--- src/rtl/deint_pkg.sv ---
package deint_pkg;
    localparam int ADDR_W = 32;
    localparam int DATA_W = 32;
    localparam int CNT_W  = 16;
    localparam int STR_W  = 16;
    localparam int LINK_W = 4;

    typedef struct packed {
        logic [ADDR_W-1:0] base;
        logic [CNT_W-1:0]  xcnt;
        logic [STR_W-1:0]  xmod;
        logic [CNT_W-1:0]  ycnt;
        logic [STR_W-1:0]  ymod;
        logic              link_vld;
        logic [LINK_W-1:0] link_idx;
    } dsc_t;

    localparam int DSC_W = $bits(dsc_t);

    typedef struct packed {
        logic [ADDR_W-1:0] addr;
        logic [CNT_W-1:0]  xpos;
        logic [CNT_W-1:0]  ypos;
    } walk_t;

    typedef enum logic [1:0] {ST_IDLE, ST_LOAD, ST_RUN} st_e;

    function automatic logic [ADDR_W-1:0] sext(input logic [STR_W-1:0] s);
        return {{(ADDR_W-STR_W){s[STR_W-1]}}, s};
    endfunction
endpackage

--- src/rtl/deint_dsc_sel.sv ---
module deint_dsc_sel
    import deint_pkg::*;
#(
    parameter int NUM_DESC = 4
) (
    input  logic [NUM_DESC*DSC_W-1:0] tab,
    input  logic [LINK_W-1:0]         idx,
    output dsc_t                      dsc
);
    dsc_t ent [NUM_DESC];

    for (genvar g = 0; g < NUM_DESC; g++) begin : g_ent
        assign ent[g] = tab[g*DSC_W +: DSC_W];
    end

    always_comb begin
        dsc = '0;
        for (int i = 0; i < NUM_DESC; i++) begin
            if (idx == LINK_W'(i)) dsc = ent[i];
        end
    end
endmodule

--- src/rtl/deint_walk.sv ---
module deint_walk
    import deint_pkg::*;
(
    input  dsc_t  dsc,
    input  walk_t cur,
    output walk_t nxt,
    output logic  last
);
    logic row_end, blk_end;

    always_comb begin
        row_end = (cur.xpos == dsc.xcnt - CNT_W'(1));
        blk_end = (cur.ypos == dsc.ycnt - CNT_W'(1));
        last    = row_end && blk_end;
        nxt     = cur;
        if (!row_end) begin
            nxt.addr = cur.addr + sext(dsc.xmod);
            nxt.xpos = cur.xpos + CNT_W'(1);
        end else begin
            nxt.xpos = '0;
            nxt.addr = cur.addr + sext(dsc.ymod);
            nxt.ypos = blk_end ? '0 : cur.ypos + CNT_W'(1);
        end
    end
endmodule

--- src/rtl/deint_agen.sv ---
module deint_agen
    import deint_pkg::*;
#(
    parameter int NUM_DESC = 4
) (
    input  logic                      clk,
    input  logic                      rst,
    input  logic                      start_i,
    input  logic [LINK_W-1:0]         start_idx_i,
    input  logic [NUM_DESC*DSC_W-1:0] dsc_tab_i,
    input  logic                      in_valid_i,
    input  logic [DATA_W-1:0]         in_data_i,
    output logic                      in_ready_o,
    output logic                      wr_en_o,
    output logic [ADDR_W-1:0]         wr_addr_o,
    output logic [DATA_W-1:0]         wr_data_o,
    output logic                      done_o,
    output logic [LINK_W-1:0]         done_idx_o,
    output logic                      busy_o,
    output logic [2*CNT_W-1:0]        elem_cnt_o,
    output logic [NUM_DESC-1:0]       proc_flags_o
);
    localparam int ECNT_W = 2 * CNT_W;

    st_e               st;
    logic [LINK_W-1:0] idx;
    dsc_t              cur_dsc;
    dsc_t              tab_dsc;
    walk_t             walk, walk_nxt;
    logic              blk_last;
    logic              hs;
    logic [ECNT_W-1:0] cnt;
    logic              done_q;
    logic [LINK_W-1:0] done_idx_q;
    logic [NUM_DESC-1:0] flags;

    deint_dsc_sel #(.NUM_DESC(NUM_DESC)) u_sel (
        .tab (dsc_tab_i),
        .idx (idx),
        .dsc (tab_dsc)
    );

    deint_walk u_walk (
        .dsc  (cur_dsc),
        .cur  (walk),
        .nxt  (walk_nxt),
        .last (blk_last)
    );

    assign in_ready_o   = (st == ST_RUN);
    assign hs           = in_valid_i && in_ready_o;
    assign wr_en_o      = hs;
    assign wr_addr_o    = walk.addr;
    assign wr_data_o    = in_data_i;
    assign done_o       = done_q;
    assign done_idx_o   = done_idx_q;
    assign busy_o       = (st != ST_IDLE);
    assign elem_cnt_o   = cnt;
    assign proc_flags_o = flags;

    always_ff @(posedge clk) begin
        if (rst) begin
            st         <= ST_IDLE;
            idx        <= '0;
            cur_dsc    <= '0;
            walk       <= '0;
            cnt        <= '0;
            done_q     <= 1'b0;
            done_idx_q <= '0;
            flags      <= '0;
        end else begin
            done_q <= 1'b0;
            case (st)
                ST_IDLE: begin
                    if (start_i) begin
                        idx   <= start_idx_i;
                        flags <= '0;
                        st    <= ST_LOAD;
                    end
                end
                ST_LOAD: begin
                    cur_dsc <= tab_dsc;
                    walk    <= '{addr: tab_dsc.base, xpos: '0, ypos: '0};
                    cnt     <= '0;
                    st      <= ST_RUN;
                end
                ST_RUN: begin
                    if (hs) begin
                        walk <= walk_nxt;
                        cnt  <= cnt + ECNT_W'(1);
                        if (blk_last) begin
                            done_q     <= 1'b1;
                            done_idx_q <= idx;
                            for (int i = 0; i < NUM_DESC; i++) begin
                                if (idx == LINK_W'(i)) flags[i] <= 1'b1;
                            end
                            if (cur_dsc.link_vld) begin
                                idx <= cur_dsc.link_idx;
                                st  <= ST_LOAD;
                            end else begin
                                st  <= ST_IDLE;
                            end
                        end
                    end
                end
                default: st <= ST_IDLE;
            endcase
        end
    end
endmodule

--- config.mk ---
export PLATFORM = sky130hd
export DESIGN_NAME = deint_agen
export DESIGN_NICKNAME = d
export VERILOG_FILES = /design/src/rtl/deint_pkg.sv /design/src/rtl/deint_dsc_sel.sv /design/src/rtl/deint_walk.sv /design/src/rtl/deint_agen.sv
export SDC_FILE = /design/constraint.sdc
export NUM_CORES = 1
export LEC_CHECK = 0
export BUFFER_PORTS_ARGS = -buffer_cell sky130_fd_sc_hd__buf_2
export CORE_AREA = 2 2 215 217
export CTS_BUF_LIST = sky130_fd_sc_hd__clkbuf_16
export CTS_CLUSTER_SIZE = 24
export DETAILED_ROUTE_END_ITERATION = 12
export DIE_AREA = 0 0 217 219
export HOLD_SLACK_MARGIN = 0.15
export PLACE_DENSITY_LB_ADDON = 0.12
export SLEW_MARGIN = 40
export SYNTH_ARGS = -nofsm -noshare
export SYNTH_HDL_FRONTEND = slang
export SYNTH_HIERARCHICAL = 1
export SYNTH_SLANG_ARGS = --single-unit
--- constraint.sdc ---
create_clock -name clk -period 5.7 [get_ports clk]
set_input_delay 0.285 -clock clk [delete_from_list [all_inputs] [get_ports clk]]
set_output_delay 0.285 -clock clk [all_outputs]
set_load 0.02 [all_outputs]
======== Word level (Yosys, flattened, before mapping) ========
Cells that the tools add are included.
word-level totals
  flip-flop bits (word level) ............. 180
  input port bits ......................... 444
  output and inout bits ................... 108
  logic and storage cells ................. 90
operators by class
  add/subtract/negate cells ............... 7
  equality and inequality tests ........... 16
  mux-type cells .......................... 30
  bitwise operators ....................... 2
  reductions and logical operators ........ 17
operators with widths
  operator                                                                  count
  101-bit 2-to-1 mux                                                        4
  64-bit case mux with 2 select lines                                       1
  32-bit adder                                                              2
  64-bit 2-to-1 mux                                                         1
  32-bit case mux with 2 select lines                                       1
  48-bit 2-to-1 mux                                                         1
  16-bit by 1-bit adder with 16-bit output (second input constant)          2
  32-bit by 1-bit adder with 32-bit output (second input constant)          1
  16-bit == test                                                            2
  16-bit 2-to-1 mux                                                         2
  32-bit 2-to-1 mux                                                         1
  16-bit by 1-bit subtractor with 16-bit output (second input constant)     2
  4-bit 2-to-1 mux                                                          7
  5-bit AND reduction                                                       5
  2-bit by 1-bit inequality test with 1-bit output (second input constant)  8
  4-bit case mux with 2 select lines                                        2
  3-bit AND reduction                                                       3
  4-bit by 2-bit == test with 1-bit output (second input constant)          2
  1-bit 2-to-1 mux                                                          6
  2-bit 2-to-1 mux                                                          3
  2-bit case mux with 3 select lines                                        1
  2-bit nonzero test                                                        3
  4-bit by 1-bit == test with 1-bit output (second input constant)          1
  4-bit zero test                                                           1
  other kinds (8)                                                           10

======== Logic depth before layout (Yosys ltp) ========
Gate-level depths: netlist (run 1).
  depth in word-level cells ............... 6
  depth in mapped cells ................... 22
  mapped depth without buffers ............ 21

======== By module ========
The synthesis (run 1) kept the hierarchy.
by module, submodules not included
  module         instances  cells an instance  area an instance (µm²)  sequential area each (µm²)
  deint_agen     1          1,006              8,523.2                 4,244.1
  deint_walk     1          528                3,751.1                 0.0
  deint_dsc_sel  1          350                3,045.4                 0.0

======== Worst setup path after synthesis (run 1) ========
Ideal clock, no wire load.
  kind .................................... reg-to-reg
  start ................................... reg cur_dsc[53] (netlist name)
  end ..................................... reg walk, in the netlist wr_addr_o[31]
  library setup time ...................... 86 ps
  data arrival time ....................... 5,212 ps
  required time ........................... 5,614 ps
  setup slack ............................. 403 ps
  cell stages (with the launch flop) ...... 22
  buffers on the path ..................... 2
  period minus slack after synthesis ...... 5,297 ps
  cell sequence ........................... dfxtp_1 -> inv_1 -> ha_1 -> nor3b_1 -> nor4b_1 -> o211ai_1 -> a2111oi_0 -> and4_4 -> buf_6 -> buf_12 -> mux2_2 -> ha_1 -> a2111o_1 -> a211o_1 -> nand3_1 -> o21ai_0 -> a311o_1 -> o221ai_1 -> a41oi_1 -> xnor2_1 -> mux2i_1 -> a211oi_1
RTL lines
  what                    line              RTL
  from (decl)             deint_agen.sv:27  dsc_t cur_dsc;
  from (signal assigned)  deint_agen.sv:82  cur_dsc <= tab_dsc;
  to (signal assigned)    deint_agen.sv:83  walk <= '{addr: tab_dsc.base, xpos: '0, ypos: '0};
  to (signal assigned)    deint_agen.sv:89  walk <= walk_nxt;
  to (decl)               deint_agen.sv:29  walk_t walk, walk_nxt;

==> metrics.md, run 1 <==
| Metric | Value |
|---|---|
| Status | completed |
| Number of fill cells in the layout | 4737 |
| Skew final | 0.0110 ns |
| Worst vdd ir | approximately 0.00019 V |
| Std-Cell Rows | 78 |
| PortBufs | slightly below 500 |
| Tcrit/Tclk final | 94.3% |
| Syn-to-layout area delta | 21.1% |
| Slew headroom | 46.3% |
| DRC errors left | 0 |
| Clk_lat worst skew | 0.45 ns |
| Met2 wire length | 24200 um |
| H-tree depth | 4 |
| RePlAce Congestion | 0.868 |
| Die ar. | 0.0475 sq mm |
| WL met1 | 21500 um |
| Share of layout cells above drive strength 1 | 28.6% |
| Total power | 3.76 mW |
| Clk slew on worst S/H paths | around 0.08 ns |
| Critical path's top delay family | compound AO/OA/AOI/OAI gates |
| First-pass GRT wire length | 74100 um |
| Hold Fails Final Rpt | 0 |
| Met3 wire length | 2100 um |
| Root buf cell | clkbuf_16 |
| Setup violators final | 0 |
| CTS tree | done |
| Routed vias/inst | between 5 and 6 |
| Routed length per placed instance | ~18 um |
| Crit-path max FO | 10 |
| Post-layout min period | 5.37 ns |
| Synth Instances | 1748 |
| DR top layer | met4 |
| Power Dens Cells | around 220 mW/mm^2 |
| Vias in the first global route | 13500 |
| Startpoint Class | register |
| Bufs on Longest Clock Path | 2 |
| Critical-path top delay cell | a311o_1 |
| Final Max Slew Viols | 0 |
| CP Capture Type | register |
| Die span in x | 217 um |
| Mean Syn Cell Area | about 8.2 sq um |
| Max Fclk | 186 MHz |
| CP arrival | around 5.7 ns |
| Max Cap Viol | 0 |
| Post-layout util | 38.3% |
| # nets final | 2581 |
| CTS Hold Bufs | 0 |
| Leak | between 7 and 8 nW |
| Sink Count | 180 |
| Mapped Area | 0.0142 sq mm |
| Worst path cell trace | inv_1 -> ha_1 -> nor3b_1 -> buf_4 -> a21boi_0 -> o211ai_1 -> a2111oi_2 -> buf_4 -> and4_4 -> buf_4 -> mux2_2 -> ha_1 -> a21o_1 -> a211o_1 -> nand3_1 -> o21ai_0 -> a311o_1 -> or3_1 -> a21oi_1 -> xnor2_1 -> mux2i_1 -> a211oi_1 |
| Tightest Pin Transition | 0.805 ns |
| CTS Buf Count | 17 |
| Warnings, synthesis | 6 |
| Routed WL | ~49000 um |
| Core area | 0.0451 sq mm |
| ANT nets after route | 0 |
| Setup TNS | 0 ns |
| Setup Crit Path Kind | reg -> reg |
| Die height | 219 um |
| Inserted Diodes | 0 |
| Number of I/O pins | about 550 |
| Vias | approximately 14000 |
| Hold Path Class | in -> reg |
| Initial core utilization | 31.6% |
| All-Layer GR Usage | between 10% and 20% |
| Largest net degree at the start of global routing | 89 |
| Initial antenna violation count | 0 |
| Grt ovf | 0 |
| Dpl hpwl | around 37000 um |
| Pre-CTS WS | -0.117 ns |
| DR pass1 iterations | 5 |
| CP peak stage delay | 0.44 ns |
| Worst path bufs/invs | 4 |
| Synth Net Count | between 2000 and 2500 |
| Worst setup slack after layout | 0.328 ns |
| Worst EP required | 6.06 ns |
| CP most frequent cell | buf_4 |
| Drt initial violations | 703 |
layer usage:
| metal | vias to the layer above | global-route usage (%) |
|---|---|---|
| met5 | - | 0 |
| met4 | 0 | 5.66 |
| met3 | 38 | 3.45 |
| met2 | 337 | 34.3 |
| met1 | 6599 | 24.5 |
| li1 | 7049 | - |
power by group:
group	internal, mW	leakage, nW	switching (mW)
clock	0.669	0.299	0.592
sequential	1.31	1.46	0.0675
combinational	0.501	5.50	0.623
total	2.48	7.26	1.28
layout make-up:
type	instances	area, sq um	share of cell area [%]
clock inverters	15	185	1.07
inverters	34	128	0.740
multi-input cells	1345	9390	54.4
clock buffers	17	425	2.47
flip-flops and latches	180	3610	20.9
repair buffers	522	2770	16.1
well taps	600	751	4.35
layout by cell type (no fill, tap or decap), drive strengths merged, types with 4 or more instances in the layout:
cell type and count:
nand2 187, o21ai 26, buf 522, o31ai 7
or3 21, ha 36, a211oi 39, o22ai 103
nor3 5, a21oi 127, a221oi 5, nand2b 7
a21boi 15, mux2i 260, nor2 128, nor4b 4
and3 22, nor3b 5, mux2 23, o211ai 11
nand4b 7, nor2b 14, and2 7, nand4 19
xnor2 47, nor4 12, or4 15, a22oi 33
a21o 18, clkbuf 17, dfxtp 180, xor2 36
nand3 53, inv 43, o311ai 6, and4 6
tightest hold or removal path, delay by kind of cell:
kind | cells | cell delay, ns
buf+inv | 1 | 0.13
simple gates | 2 | 0.13
compound gates | 1 | 0.06
sequential cells by signal (all words and copies together), names as in the netlist:
name and cells:
elem_cnt_o 32, cur_dsc 69, done_o 1, walk 32, done_idx_o 4, st 2
idx 4, wr_addr_o 32, proc_flags_o 4
final timing paths:
kind	depth (start not counted)	startpoint	endpoint	slack, ns
worst max-delay path	22	cur_dsc[54]	wr_addr_o[25]	0.33
worst min-delay path	4	in_valid_i	st[1]	0.18
worst max register to register	22	cur_dsc[54]	wr_addr_o[25]	0.33
worst min register to register	2	cur_dsc[42]	cur_dsc[42]	0.46
repair_timing:
action,in CTS,in global routing
pin swaps,0,2
hold endpoints to repair,0,0
setup endpoints to repair,8,15
gates resized for setup,3,6
setup buffers,0,5
metrics by stage:
step	instances	instance area (sq um)	hold WS (ns)
floorplan	1748	14200	0.433
global placement	2672	16500	0.444
detailed placement	2675	16600	0.448
CTS	2707	17200	0.152
global route	2713	17300	0.164
finish	2713	17300	0.179
Note: power is estimated with default switching activity, not from simulation.
==> run 2, diff against run 1 <==
Settings changed: RECOVER_POWER set to 100.
==> run 2 against run 1 <==
The run now ends with max-capacitance violations, max-slew violations left. Die area unchanged. Hold slack is essentially flat. Non-clock buffer count is the same. Sequential power about the same. Worst setup slack better by 0.0089 ns. Critical endpoint unchanged.
==> metrics.md, run 2 (synthesis results as in run 1) <==
| Metric | Value |
|---|---|
| Vias | 14100 (+0.21%) |
| Sink Count | 180 (unchanged) |
| All-Layer GR Usage | 19.6% (unchanged) |
| Max reg flops | 69 (unchanged) |
| H-tree depth | 4 (unchanged) |
| Worst EP required | 6.07 ns (about the same) |
| Area of the multi-input gates | 0.00937 sq mm (-0.19%) |
| Placed cell area | 0.0166 sq mm (unchanged) |
| CP peak stage delay | 0.44 ns (about the same) |
| Post-layout min period | 5.36 ns (-0.00889 ns) |
| Die ar. | 0.0475 sq mm (unchanged) |
| Bufs on Longest Clock Path | 2 (unchanged) |
| Clk_lat worst skew | 0.45 ns (about the same) |
| Inserted Diodes | 0 (unchanged) |
| Setup violators final | 0 (unchanged) |
| Startpoint Class | register |
| ANT nets after route | 0 (unchanged) |
| Worst hold margin | 0.179 ns (-0.0000110 ns) |
| # nets final | 2581 (unchanged) |
| Slew headroom | -95.9% (-140 points) |
| Setup Crit Path Kind | reg -> reg |
| Skew final | 0.0108 ns (-0.000255 ns) |
| Clk slew on worst S/H paths | 0.08 ns (about the same) |
| Hold Fails Final Rpt | 0 (unchanged) |
| Crit-path max FO | 10 (unchanged) |
| Register Area | 0.00360 sq mm (-0.10%) |
| Max Fclk | 186 MHz (+0.17%) |
| Root buf cell | clkbuf_16 |
| Routed vias/inst | 5.18 (+0.21%) |
| CTS Buf Count | 17 (unchanged) |
| Initial antenna violation count | 0 (unchanged) |
| Drt initial violations | 688 (-2.1%) |
| Core area | 0.0451 sq mm (unchanged) |
| Routed length per placed instance | 17.9 um (about the same) |
| First-pass GRT wire length | 74100 um (unchanged) |
| Worst path cell trace | inv_1 -> ha_1 -> nor3b_1 -> buf_4 -> a21boi_0 -> o211ai_1 -> a2111oi_2 -> buf_4 -> and4_4 -> mux2_2 -> ha_1 -> a2111o_1 -> a211o_1 -> nand3_1 -> o21ai_0 -> a311o_1 -> or3_1 -> a21oi_1 -> xnor2_1 -> mux2i_1 -> a211oi_1 |
| Commonest cells after routing, fill and taps aside | 411 x buf_2, 260 x mux2i_1, 186 x nand2_1 |
| Tightest Pin Transition | 2.94 ns (+2.13 ns) |
| Hold Path Class | in -> reg |
| Total power | 3.76 mW (-0.15%) |
| Tcrit/Tclk final | 94.1% (-0.16 points) |
| CP arrival | 5.73 ns (about the same) |
| Routed WL | 48600 um (about the same) |
| Failing checks | max-capacitance violations, max-slew violations |
| PortBufs | 487 (unchanged) |
| Placed cells | 2675 (unchanged) |
| Largest reg by FF count | cur_dsc |
| Vias in the first global route | 13500 (unchanged) |
| CTS tree | done |
| Critical-path top delay cell | a311o_1 |
| Initial core utilization | 31.6% (unchanged) |
| Die height | 219 um (unchanged) |
| CP Capture Type | register |
| Max Cap Viol | 7 (+7) |
| RePlAce Congestion | 0.868 (unchanged) |
| Final Max Slew Viols | 273 (+273) |
| Dpl hpwl | 37400 um (unchanged) |
| Worst vdd ir | 0.000190 V (+0.19%) |
| Power Dens Cells | 220 mW/mm^2 (+0.75%) |
| Number of fill cells in the layout | 4783 (+0.97%) |
| Leak | 6.90 nW (-4.9%) |
| Non-Filler Instances | 2713 (unchanged) |
| Syn-to-layout area delta | 20.0% |
| Std-Cell Rows | 78 (unchanged) |
| Grt ovf | 0 (unchanged) |
| Number of I/O pins | 552 (unchanged) |
| Commonest non-fill, non-tap cell in the layout | buf_2 |
| Largest net degree at the start of global routing | 89 (unchanged) |
| Fin area | 0.0171 sq mm (-0.89%) |
| DR pass1 iterations | 5 (unchanged) |
| Die span in x | 217 um (unchanged) |
| Status | finished with violations |
| DRC errors left | 0 (unchanged) |
| Share of layout cells above drive strength 1 | 24.5% (-4.1 points) |
-- run 2: layout make-up --
cell class / count / share of cell area (%)
multi-input cells: 1345 / 54.8
flip-flops and latches: 180 / 21.1
repair buffers: 522 / 15.4
well taps: 600 / 4.39
clock buffers: 17 / 2.49
clock inverters: 15 / 1.08
inverters: 34 / 0.746
-- run 2: critical path, delay by kind of cell, from the launching register on --
kind | cells | cell delay, ns
compound gates | 9 | 2.37
simple gates | 4 | 0.94
fa+ha+maj | 2 | 0.53
buf+inv | 3 | 0.41
mux | 2 | 0.46
flops | 1 | 0.41
xor+xnor | 1 | 0.16
-- run 2: worst paths after layout --
kind	endpoint	startpoint	slack [ns]	cells after the start
worst min register to register	cur_dsc[42]	cur_dsc[42]	0.46	2
worst max register to register	wr_addr_o[25]	cur_dsc[54]	0.34	21
worst max-delay path	wr_addr_o[25]	cur_dsc[54]	0.34	21
worst min-delay path	idx[3]	start_idx_i[3]	0.18	3
-- run 2: through the flow --
stage	worst slack [ns]	util [%]	TNS, ns
after floorplan	0.403	-	0
after global placement	-0.0823	36.6	-0.291
after detailed placement	-0.117	36.7	-0.355
after CTS	0.0636	38.1	0
after global routing	-0.00131	37.9	-0.00131
final	0.337	37.9	0
-- run 2: where the power goes --
part / switching, mW / leakage [nW] / total (mW) / internal (mW)
Sequential: 0.0672 / 1.46 / 1.38 / 1.31
Clock: 0.594 / 0.299 / 1.26 / 0.669
Combinational: 0.621 / 5.14 / 1.12 / 0.496
Total: 1.28 / 6.90 / 3.76 / 2.48
-- run 2: what timing repair did --
action	4_1_cts	5_1_grt
gates resized for setup	3	6
pin swaps	0	2
setup endpoints to repair	8	15
endpoints found under the hold margin	0	0
hold buffers	0	0
setup buffers	0	5
-- run 2: metal layers --
metal  routed length [um]  global-route usage, %
met1                21500                   24.5
met2                24200                   34.3
met3                 2040                   3.45
met4                  856                   5.66
met5                    0                      0
